==> src/rtl/pds_pkg.sv <==
package pds_pkg;

  typedef enum logic [4:0] {
    S_IDLE,
    S_UP_EN_A,
    S_UP_EN_B,
    S_UP_WPWR,
    S_UP_CLK,
    S_UP_ISO,
    S_UP_RST,
    S_UP_MEM,
    S_UP_WMEM,
    S_UP_FENCE,
    S_UP_WFENCE,
    S_DN_FENCE,
    S_DN_WFENCE,
    S_DN_MEM,
    S_DN_WMEM,
    S_DN_ISO,
    S_DN_RST,
    S_DN_CLK,
    S_DN_EN_A,
    S_DN_EN_B,
    S_DN_WPWR
  } seq_state_e;

endpackage

==> src/rtl/pds_ack_eval.sv <==
module pds_ack_eval #(
  parameter int                   MEM_BANKS    = 4,
  parameter logic [MEM_BANKS-1:0] MEM_ACK_MASK = '1
) (
  input  logic                 stat_a,
  input  logic                 stat_b,
  input  logic [MEM_BANKS-1:0] mem_ack,
  output logic                 pwr_present,
  output logic                 pwr_gone,
  output logic                 mem_all_clr,
  output logic                 mem_all_set
);

  logic [MEM_BANKS-1:0] masked;

  assign masked      = mem_ack & MEM_ACK_MASK;
  // a single high status line is transitional and satisfies neither wait
  assign pwr_present = stat_a & stat_b;
  assign pwr_gone    = ~stat_a & ~stat_b;
  assign mem_all_clr = (masked == '0);
  assign mem_all_set = (masked == MEM_ACK_MASK);

endmodule

==> src/rtl/pds_wait_timer.sv <==
module pds_wait_timer #(
  parameter int LIMIT = 1024
) (
  input  logic clk,
  input  logic rst_n,
  input  logic run,
  input  logic ok,
  output logic expired
);

  localparam int CNT_W = $clog2(LIMIT + 1);

  logic [CNT_W-1:0] cnt_q;
  logic [CNT_W-1:0] cnt_d;
  logic             cnt_en;

  assign expired = run & ~ok & (cnt_q == CNT_W'(LIMIT - 1));
  assign cnt_en  = run | (cnt_q != '0);

  always_comb begin
    if (run && !ok) cnt_d = cnt_q + 1'b1;
    else            cnt_d = '0;
  end

  always_ff @(posedge clk or negedge rst_n) begin
    if (!rst_n)      cnt_q <= '0;
    else if (cnt_en) cnt_q <= cnt_d;
  end

endmodule

==> src/rtl/pwr_domain_seq.sv <==
module pwr_domain_seq #(
  parameter int                   MEM_BANKS    = 4,
  parameter logic [MEM_BANKS-1:0] MEM_ACK_MASK = '1,
  parameter bit                   HAS_FENCE    = 1'b1,
  parameter int                   TIMEOUT_CYC  = 1024
) (
  input  logic                 clk,
  input  logic                 rst_n,
  input  logic                 on_req,
  input  logic                 off_req,
  input  logic                 pwr_stat_a,
  input  logic                 pwr_stat_b,
  input  logic [MEM_BANKS-1:0] mem_pd_ack,
  input  logic                 bus_fence_ack,
  output logic                 sw_en_a,
  output logic                 sw_en_b,
  output logic                 iso_en,
  output logic                 dom_rst_n,
  output logic                 clk_gate,
  output logic [MEM_BANKS-1:0] mem_pd,
  output logic                 bus_fence_req,
  output logic                 busy,
  output logic                 done,
  output logic                 err
);

  import pds_pkg::*;

  localparam bit HAS_MEM_ACK = |MEM_ACK_MASK;

  seq_state_e           state_q, state_d;
  logic                 en_a_q, en_a_d, en_b_q, en_b_d;
  logic                 iso_q, iso_d, rstn_q, rstn_d, gate_q, gate_d;
  logic [MEM_BANKS-1:0] pd_q, pd_d;
  logic                 fence_q, fence_d;
  logic                 on_q, on_d, done_q, done_d, err_q, err_d;
  logic                 ctrl_en;

  logic pwr_present, pwr_gone, mem_all_clr, mem_all_set;
  logic wait_run, wait_ok, tmo;
  logic fin_up, fin_dn;

  pds_ack_eval #(
    .MEM_BANKS   (MEM_BANKS),
    .MEM_ACK_MASK(MEM_ACK_MASK)
  ) u_ack (
    .stat_a     (pwr_stat_a),
    .stat_b     (pwr_stat_b),
    .mem_ack    (mem_pd_ack),
    .pwr_present(pwr_present),
    .pwr_gone   (pwr_gone),
    .mem_all_clr(mem_all_clr),
    .mem_all_set(mem_all_set)
  );

  pds_wait_timer #(
    .LIMIT(TIMEOUT_CYC)
  ) u_tmr (
    .clk    (clk),
    .rst_n  (rst_n),
    .run    (wait_run),
    .ok     (wait_ok),
    .expired(tmo)
  );

  // wait condition for the current state
  always_comb begin
    wait_run = 1'b1;
    wait_ok  = 1'b0;
    unique case (state_q)
      S_UP_WPWR:   wait_ok = pwr_present;
      S_UP_WMEM:   wait_ok = mem_all_clr;
      S_UP_WFENCE: wait_ok = ~bus_fence_ack;
      S_DN_WFENCE: wait_ok = bus_fence_ack;
      S_DN_WMEM:   wait_ok = mem_all_set;
      S_DN_WPWR:   wait_ok = pwr_gone;
      default:     wait_run = 1'b0;
    endcase
  end

  // next-state and next-control logic
  always_comb begin
    state_d = state_q;
    en_a_d  = en_a_q;
    en_b_d  = en_b_q;
    iso_d   = iso_q;
    rstn_d  = rstn_q;
    gate_d  = gate_q;
    pd_d    = pd_q;
    fence_d = fence_q;
    on_d    = on_q;
    done_d  = 1'b0;
    err_d   = 1'b0;
    fin_up  = 1'b0;
    fin_dn  = 1'b0;
    unique case (state_q)
      S_IDLE: begin
        if (on_req) begin
          if (on_q) done_d  = 1'b1;
          else      state_d = S_UP_EN_A;
        end else if (off_req) begin
          if (!on_q)          done_d  = 1'b1;
          else if (HAS_FENCE) state_d = S_DN_FENCE;
          else                state_d = S_DN_MEM;
        end
      end
      S_UP_EN_A: begin en_a_d = 1'b1; state_d = S_UP_EN_B; end
      S_UP_EN_B: begin en_b_d = 1'b1; state_d = S_UP_WPWR; end
      S_UP_WPWR: if (wait_ok) state_d = S_UP_CLK;
      S_UP_CLK:  begin gate_d = 1'b0; state_d = S_UP_ISO; end
      S_UP_ISO:  begin iso_d  = 1'b0; state_d = S_UP_RST; end
      S_UP_RST:  begin rstn_d = 1'b1; state_d = S_UP_MEM; end
      S_UP_MEM: begin
        pd_d = '0;
        if (HAS_MEM_ACK)    state_d = S_UP_WMEM;
        else if (HAS_FENCE) state_d = S_UP_FENCE;
        else                fin_up  = 1'b1;
      end
      S_UP_WMEM: if (wait_ok) begin
        if (HAS_FENCE) state_d = S_UP_FENCE;
        else           fin_up  = 1'b1;
      end
      S_UP_FENCE:  begin fence_d = 1'b0; state_d = S_UP_WFENCE; end
      S_UP_WFENCE: if (wait_ok) fin_up = 1'b1;
      S_DN_FENCE:  begin fence_d = 1'b1; state_d = S_DN_WFENCE; end
      S_DN_WFENCE: if (wait_ok) state_d = S_DN_MEM;
      S_DN_MEM: begin
        pd_d = '1;
        if (HAS_MEM_ACK) state_d = S_DN_WMEM;
        else             state_d = S_DN_ISO;
      end
      S_DN_WMEM: if (wait_ok) state_d = S_DN_ISO;
      S_DN_ISO:  begin iso_d  = 1'b1; state_d = S_DN_RST;  end
      S_DN_RST:  begin rstn_d = 1'b0; state_d = S_DN_CLK;  end
      S_DN_CLK:  begin gate_d = 1'b1; state_d = S_DN_EN_A; end
      S_DN_EN_A: begin en_a_d = 1'b0; state_d = S_DN_EN_B; end
      S_DN_EN_B: begin en_b_d = 1'b0; state_d = S_DN_WPWR; end
      S_DN_WPWR: if (wait_ok) fin_dn = 1'b1;
      default:   state_d = S_IDLE;
    endcase
    if (fin_up || fin_dn) begin
      state_d = S_IDLE;
      done_d  = 1'b1;
      on_d    = fin_up;
    end
    if (tmo) begin
      state_d = S_IDLE;
      err_d   = 1'b1;
    end
  end

  // control outputs only move while a sequence runs
  assign ctrl_en = (state_q != S_IDLE);

  always_ff @(posedge clk or negedge rst_n) begin
    if (!rst_n) begin
      state_q <= S_IDLE;
      done_q  <= 1'b0;
      err_q   <= 1'b0;
      on_q    <= 1'b0;
    end else begin
      state_q <= state_d;
      done_q  <= done_d;
      err_q   <= err_d;
      on_q    <= on_d;
    end
  end

  always_ff @(posedge clk or negedge rst_n) begin
    if (!rst_n) begin
      en_a_q  <= 1'b0;
      en_b_q  <= 1'b0;
      iso_q   <= 1'b1;
      rstn_q  <= 1'b0;
      gate_q  <= 1'b1;
      pd_q    <= '1;
      fence_q <= HAS_FENCE;
    end else if (ctrl_en) begin
      en_a_q  <= en_a_d;
      en_b_q  <= en_b_d;
      iso_q   <= iso_d;
      rstn_q  <= rstn_d;
      gate_q  <= gate_d;
      pd_q    <= pd_d;
      fence_q <= fence_d;
    end
  end

  assign sw_en_a       = en_a_q;
  assign sw_en_b       = en_b_q;
  assign iso_en        = iso_q;
  assign dom_rst_n     = rstn_q;
  assign clk_gate      = gate_q;
  assign mem_pd        = pd_q;
  assign bus_fence_req = fence_q;
  assign busy          = (state_q != S_IDLE);
  assign done          = done_q;
  assign err           = err_q;

endmodule

==> config.mk <==
export PLATFORM = sky130hd
export DESIGN_NAME = pwr_domain_seq
export DESIGN_NICKNAME = d
export VERILOG_FILES = /design/src/rtl/pds_pkg.sv /design/src/rtl/pds_ack_eval.sv /design/src/rtl/pds_wait_timer.sv /design/src/rtl/pwr_domain_seq.sv
export SDC_FILE = /design/constraint.sdc
export NUM_CORES = 1
export LEC_CHECK = 0
export CAP_MARGIN = 25
export CORE_ASPECT_RATIO = 1.2
export CORE_MARGIN = 1
export CORE_UTILIZATION = 50
export CTS_BUF_LIST = sky130_fd_sc_hd__clkbuf_4
export DETAILED_ROUTE_END_ITERATION = 12
export PLACE_DENSITY = 0.78
export SETUP_SLACK_MARGIN = 0.15
export SLEW_MARGIN = 20
export SYNTH_ARGS = -nofsm -noshare
export SYNTH_HDL_FRONTEND = slang
export SYNTH_SLANG_ARGS = --single-unit
==> constraint.sdc <==
create_clock -name clk -period 2.5 [get_ports clk]
set_input_delay 0.5 -clock clk [delete_from_list [all_inputs] [get_ports clk]]
set_output_delay 0.5 -clock clk [all_outputs]
set_load 0.02 [all_outputs]
==> implementation parameters <==
Parameter                              Value

Run status
  Outcome ... completed

Timing
  Shortest period the worst path allows ... 2.20 ns
  Count of final setup violators ... 0
  Pins over their slew limit ... 0
  Final hold violation count ... 0
  Worst-Margin Slew ... 0.489 ns
  Peak Freq ... 455 MHz
  Unrepaired setup endpoints after global routing ... false
  Final Cycle Share ... between 80 and 90%
  Slew margin rel. ... 67.1%
  Setup skew after layout ... 0.00682 ns
  Worst setup slack after layout ... a little over 0.3 ns
  Final TNS setup ... 0 ns

Hold path
  Worst-case hold path end point ... iso_en
  Depth of the worst hold-timing path ... 2
  Start point of the worst min-delay path ... iso_en
  Hold WC Path Type ... reg -> reg

Critical path
  Endpoint of the most critical register-to-register path ... state_q[1]
  Data required, critical path ... 2.75 ns
  Critical path arrival ... 2.44 ns
  Reg2Reg Depth ... 5
  Critical path fanouts, max ... 13
  R2r startpoint ... state_q[2]
  Kind of critical path ... reg -> reg
  Crit. End Element ... flip-flop
  Crit path launch type ... flip-flop
  Flop-to-flop setup slack ... 0.30 ns

Logic synthesis
  Number of storage elements in the synthesis netlist ... 26
  Share of the synthesized area in compound gates (AO/OA/AOI/OAI) ... 18.0%
  Mux contribution to synthesized area ... 0.685%
  Count of different cell masters after synthesis ... 48
  Sequential-to-total area share from yosys stat ... 39.9%
  Count of yosys warnings during synthesis ... 0
  Number of cells produced by synthesis ... 195
  Post-synthesis simple-gate area fraction ... 29.3%
  Share of synthesized flip-flops with an asynchronous set or reset ... 100%
  Post-synthesis average cell area ... 8.43 um2
  Area share of xor/xnor cells in the synthesized design ... ~4.8%
  Share of synthesized cell area in full adder, half adder and majority cells ... 1.52%
  Total nets after synthesis ... 208
  Number of enable-type register cells in the synthesized netlist ... 0
  Dominant combinational cell family by area after synthesis ... simple AND/OR/NAND/NOR gates
  Syn Std Cell Area ... 0.00164 mm2
  Prevailing post-synth register cell ... sky130_fd_sc_hd__dfrtp_1

Pwr
  Comb pwr share ... 56.3%
  Worst ir drop on vdd ... 0.000521 V
  Part of the total power dissipated in sequential elements ... 33.8%
  Power dissipated by switching net loads ... 0.894 mW
  Total internal power ... approximately 1.1 mW
  Switching portion of total power ... 45.1%
  Proportion of power drawn by the clock network ... around 10%
  Static power due to leakage ... slightly above 0.8 nW
  Power density of the placed cells ... 1010 mW/mm2

Final layout
  Area growth from synthesis to layout ... 19.1%
  Core Util, Final ... 63.5%
  Fraction of final layout cells sized beyond drive strength 1 ... between 10% and 20%
  Number of fill cells ... 276
  Number of antenna repair diodes ... 0
  Number of nets in the finished design ... ~230
  Commonest cells after routing, fill and taps aside ... sky130_fd_sc_hd__nor2_1, sky130_fd_sc_hd__clkdlybuf4s50_1, sky130_fd_sc_hd__dfrtp_1, sky130_fd_sc_hd__nand2_1, sky130_fd_sc_hd__a21oi_1
  Most frequent standard cell in the layout excluding fill and tap cells ... sky130_fd_sc_hd__nor2_1

Floorplan
  Area of the core ... 0.00308 mm2
  Vertical extent of the die ... around 65 um
  # rows ... 22
  Ports placed on the boundary ... 24
  Die W ... between 50 and 60 um
  Area of the die ... 0.00352 mm2
  Initial core utilization ... 53.3%

GRT
  Maximum number of pins on one net before global-route repair ... 27
  Met1 Usage GRT ... slightly below 30%
  Overall track demand over capacity in global routing ... 25.3%
  Met2 capacity usage during global routing ... 44.8%
  Busiest metal layer after global routing ... met2
  Global-route wire length before repair ... 6.57 mm
  GRT Residual Overflow ... 0
  Initial antenna violation count ... 0
  Met3 Use GR ... 4.23%
  Vias in the first global route ... 1,534

Place
  Global placer's final weighted congestion ... 1.00
  HPWL Detailed ... 3.04 mm
  Worst-case setup slack after placement ... approximately 0.070 ns
  Number of buffers added on ports ... 23

Clocking
  CTS HTree Levels ... 1
  TritonCTS clock tree ... yes
  Clock Tree Buf Depth ... 2
  Number of buffers inserted for hold repair after clock tree synthesis ... 0
  Clock slew at reported path FFs ... 0.14 ns
  Clock latency reported for the late side of the worst-skew pair ... 0.33 ns
  Clock sink total ... 26
  Cts bufs inserted ... 3
  Root Buffer Master ... sky130_fd_sc_hd__clkbuf_4

Routing
  Average via count per standard cell ... roughly 6.1
  Count of unresolved DRC violations after routing ... 0
  Residual antenna-violating net count after detailed routing ... 0
  Total routed wirelength ... 3.98 mm
  Count of vias placed by the detailed router ... 1,547
  Average wire per cell in the routed design ... ~16 um
  Detailed-routing iteration count for the pre-antenna-repair pass ... 5
  Violation count after the first detailed-route iteration ... 76

Run
  Number of max-cap violations ... 0
-- worst max path at each step --
| stage | from | endpoint | slack, ns | depth (start not counted) |
|---|---|---|---|---|
| 6_report | state_q[2] | state_q[1] | 0.30 | 5 |
| 5_1_grt | state_q[2] | state_q[3] | 0.19 | 5 |
| 4_1_cts | state_q[4] | busy | 0.32 | 4 |
| 3_5_place_dp | bus_fence_ack | state_q[1] | 0.07 | 6 |
| 3_3_place_gp | bus_fence_ack | state_q[1] | 0.10 | 6 |
| 2_1_floorplan | bus_fence_ack | state_q[1] | 0.55 | 5 |
-- cell type report --
class                      instances  area (um2)  area share (%)
sequential                        26         657            33.5
timing repair buffer              33         304            15.5
multi-input combinational        148         896            45.8
inverter                           7        26.3            1.34
clock buffer                       4        30.0            1.53
tap                               36        45.0            2.30
-- flip-flops by register name, indices dropped and copies added, names as in the netlist --
name           cells
clk_gate           1
done               1
dom_rst_n          1
sw_en_b            1
u_tmr.cnt_q       11
iso_en             1
on_q               1
err                1
mem_pd             1
sw_en_a            1
bus_fence_req      1
state_q            5
-- layer usage --
metal  wire length, um  share of wire [%]
met3               169                4.2
met5                 0                  0
met1              1610                 40
met4               116                2.9
met2              2080                 52
-- critical path, stage by stage, from the launching register on --
cell and delay, ns:
sky130_fd_sc_hd__dfrtp_1 0.62, sky130_fd_sc_hd__nand2b_1 0.26, sky130_fd_sc_hd__nor4_1 0.11, sky130_fd_sc_hd__or3_1 0.38, sky130_fd_sc_hd__or4b_1 0.52, sky130_fd_sc_hd__a311oi_2 0.23
-- what timing repair did --
item / CTS / global route
gates resized for setup: 2 / 1
setup buffers: 0 / 0
setup endpoints to repair: 1 / 1
-- synthesized netlist by cell type, types with 4 or more instances --
cell                       instances  area (um2)
sky130_fd_sc_hd__nor2_1           24        90.1
sky130_fd_sc_hd__dfrtp_1          22         551
sky130_fd_sc_hd__nand2_1          16        60.1
sky130_fd_sc_hd__a21oi_1          12        60.1
sky130_fd_sc_hd__o21ai_0          11        55.1
sky130_fd_sc_hd__inv_1             7        26.3
sky130_fd_sc_hd__nor3_1            7        35.0
sky130_fd_sc_hd__xnor2_1           7        61.3
sky130_fd_sc_hd__nand3_1           6        30.0
sky130_fd_sc_hd__and3_1            5        31.3
sky130_fd_sc_hd__buf_2             5        25.0
sky130_fd_sc_hd__clkbuf_1          5        18.8
sky130_fd_sc_hd__nor4_1            5        31.3
sky130_fd_sc_hd__dfstp_2           4         105
sky130_fd_sc_hd__nand2b_1          4        25.0
sky130_fd_sc_hd__nor2b_1           4        25.0
-- cell families after synthesis --
| kind of cell | after synthesis |
|---|---|
| xor gates and xnor gates | 9 |
| buffers and inverters | 21 |
| and+or+nand+nor | 90 |
| DFF | 26 |
| muxes | 1 |
| adders and majority gates | 2 |
| AOI/OAI and AO/OA | 46 |
-- metrics by stage --
| stage | area, um2 | hold WS [ns] | power [mW] | cells |
|---|---|---|---|---|
| global route | 1960 | 0.521 | 2.14 | 254 |
| global placement | 1920 | 0.467 | 1.74 | 250 |
| floorplan | 1640 | 0.204 | 1.41 | 195 |
| CTS | 1950 | 0.503 | 1.98 | 254 |
| detailed placement | 1920 | 0.481 | 1.78 | 250 |
| finish | 1960 | 0.497 | 1.98 | 254 |
-- power by group through the flow --
stage          Combinational, mW  Sequential, mW  Clock [mW]
2_1_floorplan              0.775           0.630           0
3_3_place_gp                1.07           0.666           0
3_5_place_dp                1.10           0.672           0
4_1_cts                     1.11           0.665       0.211
5_1_grt                     1.23           0.684       0.220
6_report                    1.12           0.670       0.198
No activity file was read; power rests on OpenSTA's default activity.
